**config.mk**
```make
export PLATFORM = sky130hd
export DESIGN_NAME = combo_lock
export DESIGN_NICKNAME = d
export VERILOG_FILES = /design/src/rtl/combo_lock_pkg.sv /design/src/rtl/combo_lock_key_decode.sv /design/src/rtl/combo_lock_next_state.sv /design/src/rtl/combo_lock_out.sv /design/src/rtl/combo_lock.sv
export SDC_FILE = /design/constraint.sdc
export NUM_CORES = 1
export LEC_CHECK = 0
export BUFFER_PORTS_ARGS = -buffer_cell sky130_fd_sc_hd__buf_4
export CORE_AREA = 2 2 47 49
export DETAILED_ROUTE_END_ITERATION = 10
export DIE_AREA = 0 0 49 51
export HOLD_SLACK_MARGIN = 0.03
export PLACE_DENSITY = 0.58
export SKIP_CTS_REPAIR_TIMING = 1
export SYNTH_ARGS = -nofsm -noshare
export SYNTH_HDL_FRONTEND = slang
export SYNTH_HIERARCHICAL = 1
export SYNTH_SLANG_ARGS = --single-unit
```
**constraint.sdc**
```tcl
create_clock -name clk -period 4.4 [get_ports clk]
set_input_delay 0.22 -clock clk [delete_from_list [all_inputs] [get_ports clk]]
set_output_delay 0.22 -clock clk [all_outputs]
set_load 0.02 [all_outputs]
```
**src/rtl/combo_lock_pkg.sv**
```systemverilog
// Package: shared types and constants for the sequence lock.
// Assumes the code is the ascending run 1..5 over a decimal keypad.
package combo_lock_pkg;

    localparam int KEY_COUNT = 10;
    localparam int DIGIT_W   = $clog2(KEY_COUNT);

    // Match positions, in sequence order; the order is relied on to advance
    typedef enum logic [2:0] {
        ST_IDLE = 3'd0,
        ST_M1   = 3'd1,
        ST_M2   = 3'd2,
        ST_M3   = 3'd3,
        ST_M4   = 3'd4,
        ST_OPEN = 3'd5
    } lock_state_t;

    // Digit expected to reach position idx+1 from position idx
    function automatic logic [DIGIT_W-1:0] code_digit(input int idx);
        return DIGIT_W'(idx + 1);
    endfunction

endpackage

```
**src/rtl/combo_lock_key_decode.sv**
```systemverilog
// Key decoder: turns the one-line-per-digit vector into a binary digit
// plus a flag saying exactly one line was set.
// Assumes nothing about the vector; malformed input yields single=0.
module combo_lock_key_decode #(
    parameter int KEYS = 10,
    parameter int DW   = $clog2(KEYS)
) (
    input  logic [KEYS-1:0] lines,
    output logic [DW-1:0]   digit,
    output logic            single
);

    // Purpose: OR-encode the set line index and count the set lines
    always_comb begin
        digit = '0;
        for (int i = 0; i < KEYS; i++) begin
            if (lines[i]) digit = digit | DW'(i);
        end
        single = ($countones(lines) == 1);
    end

endmodule

```
**src/rtl/combo_lock_next_state.sv**
```systemverilog
// Transition function of the lock.
// Assumes digit is meaningful only when single is high.
module combo_lock_next_state
    import combo_lock_pkg::*;
(
    input  lock_state_t          cur,
    input  logic                 key_vld,
    input  logic [DIGIT_W-1:0]   digit,
    input  logic                 single,
    output lock_state_t          nxt
);

    logic in_progress;

    // Purpose: flag the positions from which a correct digit advances
    always_comb begin
        in_progress = (cur != ST_IDLE) && (cur != ST_OPEN);
    end

    // Purpose: pick the next position from the current one and the key
    always_comb begin
        nxt = cur;
        if (key_vld) begin
            if (!single) begin
                nxt = ST_IDLE;
            end else if (digit == code_digit(0)) begin
                nxt = ST_M1;
            end else if (in_progress && digit == code_digit(int'(cur))) begin
                nxt = lock_state_t'(3'(cur) + 3'd1);
            end else begin
                nxt = ST_IDLE;
            end
        end
    end

endmodule

```
**src/rtl/combo_lock_out.sv**
```systemverilog
// Output function: the lock is open only in the final position.
// Assumes a registered state input, so the output is glitch-free per cycle.
module combo_lock_out
    import combo_lock_pkg::*;
(
    input  lock_state_t state,
    output logic        open
);

    // Purpose: decode the open position
    always_comb begin
        open = (state == ST_OPEN);
    end

endmodule

```
**src/rtl/combo_lock.sv**
```systemverilog
// Top of the five-digit sequence lock: decoder, transition logic,
// state register and output decode.
// Assumes key_lines is sampled only in cycles where key_vld is high.
module combo_lock
    import combo_lock_pkg::*;
(
    input  logic                 clk,
    input  logic                 rst_n,
    input  logic                 key_vld,
    input  logic [KEY_COUNT-1:0] key_lines,
    output logic                 unlock
);

    logic [DIGIT_W-1:0] key_digit;
    logic               key_single;
    lock_state_t        state_q;
    lock_state_t        state_d;

    combo_lock_key_decode #(
        .KEYS (KEY_COUNT),
        .DW   (DIGIT_W)
    ) dec_i (
        .lines  (key_lines),
        .digit  (key_digit),
        .single (key_single)
    );

    combo_lock_next_state ns_i (
        .cur     (state_q),
        .key_vld (key_vld),
        .digit   (key_digit),
        .single  (key_single),
        .nxt     (state_d)
    );

    // Purpose: hold the current position, cleared by synchronous reset
    always_ff @(posedge clk) begin
        if (!rst_n) state_q <= ST_IDLE;
        else        state_q <= state_d;
    end

    combo_lock_out out_i (
        .state (state_q),
        .open  (unlock)
    );


    reset_idle_chk: assert property (@(posedge clk)
        !rst_n |=> (state_q == ST_IDLE) && !unlock);


    hold_chk: assert property (@(posedge clk) disable iff (!rst_n)
        !key_vld |=> $stable(state_q));


    digit_one_chk: assert property (@(posedge clk) disable iff (!rst_n)
        (key_vld && key_lines == 10'b00_0000_0010) |=> state_q == ST_M1);


    malformed_chk: assert property (@(posedge clk) disable iff (!rst_n)
        (key_vld && $countones(key_lines) != 1) |=> state_q == ST_IDLE);


    rise_after_key_chk: assert property (@(posedge clk) disable iff (!rst_n)
        $rose(unlock) |-> $past(key_vld));


    close_on_key_chk: assert property (@(posedge clk) disable iff (!rst_n)
        (unlock && key_vld) |=> !unlock);

endmodule

```
# Yosys cells after proc, flatten, opt, wreduce, memory -nomap -nowiden
# Cells that the tools add are included.
# totals
output_inout_bits	1
input_bits	13
ff_bits	3
# op_classes
n_reduce_logical	3
eq_ne	5
add_sub_neg	11
n_mux	12
# op_table
op	n
$add 32x32->32	4
$eq 32x2->1 const B	1
$mux 3	7
$add 1x1->2	5
$mux 4	2
$add 3x1->4 const B	1
$eq 4x1->1 const B	1
$eq 4x4->1	1
$mux 2	2
$add 3x1->3 const B	1
$eq 3x3->1 const B	1
$ne 3x3->1 const B	1
$reduce_bool 3->1	1
$logic_and 1x1->1	2
$mux 1	1

# Logic depth before layout (Yosys ltp)
# depth
word_depth	14
ltp_mapped	14
mapped_depth_nobuf	14

# By module
# The synthesis kept the hierarchy.
# by_module_without_submodules
mod	seq_area_each_um2	area_per_inst_um2	cells_each	instances
combo_lock_next_state	0.0	247.7	26	1
combo_lock_key_decode	0.0	240.2	29	1
combo_lock	60.1	78.8	6	1
combo_lock_out	0.0	8.8	1	1

# Worst setup path before layout
# OpenSTA, ideal clock, no wires.
# synth_path
kind	in2reg
start	input port key_lines[0]
end	register state_q[2]
path_slack_ns	0.851
n_path_buf	0
stages	14
arrival_ns	3.491
cell_sequence	fa_1 fa_1 inv_1 fa_1 inv_1 ha_1 inv_1 fa_1 a2111o_1 a21oi_1 nand3_2 a2111oi_4 a221o_1 and2_1
# synth_between
elab_chain_cells	6
# synth_rtl
element	line_no	text
from (decl)	combo_lock.sv:10	input logic [KEY_COUNT-1:0] key_lines,
$add 1x1->2 (implied by the code)	combo_lock_key_decode.sv:19	single = ($countones(lines) == 1);
$add 32x32->32 (implied by the code) (3 in series)	combo_lock_key_decode.sv:19	
$eq 32x2->1	combo_lock_key_decode.sv:19	
net key_single	combo_lock.sv:15	logic key_single;
$mux 3	combo_lock_next_state.sv:24	if (!single) begin
to (signal assigned)	combo_lock.sv:39	else state_q <= state_d;
to (decl)	combo_lock.sv:16	lock_state_t state_q;
# The timed path passes the listed nets, and every way through them passes these cells.
# A chain may end at the register's enable or synchronous reset.

# Worst setup path in the final report
# Same ends and word-level chain as after synthesis.

==> metrics.cfg <==
[power_and_ir_drop]
peakVddDrop_v=0.0001096
power_mw=0.1509
power.switching_mw=0.05444
power_frac_comb_pct=49.7
clockPowerShare_pct=32.2
intPower_mw=0.09641
p_seq_share_pct=18.1
p_sw_share_pct=36.09
power_leakage_nw=0.3199
power_density_mw_per_mm2=205.4

[clock_tree]
cts_inserted_buffers=3
ctsHtreeMaxLevel=1
path_clk_slew_ns=0.04
cts.path.max_buffers=2
cts_tree=yes
clk_root_buffer_cell=clkbuf_4
cts.sinks=3
clock_latency_ns=0.23

[job]
max_cap_violations=0

[setup_path]
max_stage_delay_ns=0.52
path_max_fanout=2
critical_path.startpoint_type=input pin
cp_num_buf_inv=4
critPathArrivalTime_ns=3.78
worst_setup_path_end_kind=register
cp.depth=15
critPathKind=in -> reg
path_cells=buf_4, fa_1, fa_1, inv_1, fa_1, inv_1, ha_1, inv_1, fa_1, a2111o_1, a21oi_1, nand3_2, a2111oi_4, a221o_1, and2_1
critPathSlowestCell=fa_1
cp_top_family=adder cells
crit_required_ns=4.58
cpMostUsedCell=fa_1
r2r_cells=7

[logic_synthesis]
ys_warn_count=6
ys_seq_area_share_pct=10.43
synth.avg_cell_area_um2=9.283
synth_edf_count=0
synth.distinct_cells=30
ys.flop_type=dfxtp_1
syn_inst=62
synth-seq-cells=3
synth_nets=86
synthesis.area_um2=575.6
synthArstFlopShare_pct=0

[status]
status=complete, no violations

[global_route]
grt_usage_pct=10.92
globalRouteOverflowTotal=0
grt_max_degree=9
grt_pass1_vias=518
antenna_found_initial=0
grt_pass1_wl_um=2049

[die]
pin_count=14
die_x_um=49
rows=17
dieHeight_um=51
start_util_pct=27.90
die_area_mm2=0.002499
coreArea_mm2=0.002063

[sta]
hold_slack_ns=0.2018
slew_headroom_pct=80.00
layout_setup_ws_ns=0.7971
rsz0062_at_grt=no
timing.final.crit_share_pct=81.88
fmax_mhz=277.6
worst_pin_slew_ns=0.2995
setup-tns-final_ns=0
slew_violations=0
fin_crit_ns=3.603
setup_viol=0
clock-skew-final_ns=0.005085
hold_violations=0

[routing]
dr.pass1.iters=2
wirelength_um=1131
vias=469
first_iter_violations=5
detail-route-antenna-nets=0
wl_per_cell_um=10.57
drc_errors=0
via_per_inst=4.383

[placed_design]
pre_cts_slack_ns=0.5666
place_area_um2=708.2
gp_congestion=0.7478
portBuffers=13
place_inst=103
dp_hpwl_um=1004

[finish]
utilization_pct=35.60
nets=104
design_area_um2=734.5
final_cell_mix=inv_1, buf_4, fa_1, nand2_1, ha_1
largestRegisters=state_q (3)
area_delta_synth_final_pct=27.61
largest-register=state_q
fin_cells=107
largest_register_ffs=3
layout-drive-gt1-share_pct=30.38
fill_cells=220
n_antenna_cell=0

[worst_hold_path]
hold_path_depth=2
hold_class=in -> reg

-- power by group through the flow --
stage          Combinational, mW  Sequential, mW  Clock, mW
6_report                  0.0749          0.0273     0.0486
5_1_grt                   0.0892          0.0273     0.0535
2_1_floorplan             0.0526          0.0278          0
4_1_cts                   0.0773          0.0273     0.0522
3_3_place_gp              0.0736          0.0278          0
3_5_place_dp              0.0771          0.0278          0
-- worst paths after layout --
kind | from | endpoint | slack (ns)
worst min-delay path | rst_n | state_q[0] | 0.20
worst max register to register | state_q[0] | state_q[0] | 2.45
worst max-delay path | key_lines[0] | state_q[2] | 0.80
worst min register to register | state_q[1] | state_q[1] | 0.75
-- kinds of logic (layout without fill, tap and decap cells) --
logic type      count (synthesis)  count (layout)  synth area share (%)
mux                             1               1                 1.739
compound gates                  9               9                 18.26
buf+inv                        13              30                 8.479
fa+ha+maj                      11              11                 31.74
xor+xnor                        3               3                 4.566
simple gates                   22              22                 24.78
flops                           3               3                 10.44
-- cells in the mapped netlist, types with 2 or more instances --
cell type | number | share of area (%)
fa_1 | 6 | 21
a2111o_1 | 2 | 3.9
nor2_1 | 2 | 1.3
inv_1 | 13 | 8.5
nand2_1 | 5 | 3.3
and2_1 | 3 | 3.3
dfxtp_1 | 3 | 10
ha_1 | 5 | 11
xor2_1 | 2 | 3.0
-- final cells by class --
class / count / area [um^2] / share of cell area, %
multi-input cells: 46 / 466.7 / 63.54
repair buffers: 13 / 97.59 / 13.29
flip-flops and latches: 3 / 60.06 / 8.177
inverters: 13 / 48.80 / 6.644
well taps: 28 / 35.03 / 4.770
clock buffers: 4 / 26.28 / 3.578
-- routing by layer --
layer / wire length, um / track usage [%] / vias up
met4: 0 / 7.143 / 0
met1: 492 / 11.21 / 209
met5: 0 / 0 / -
met3: 37 / 2.047 / 0
li1: - / - / 246
met2: 601 / 20.32 / 14
Power figures use the tool's default switching activity.
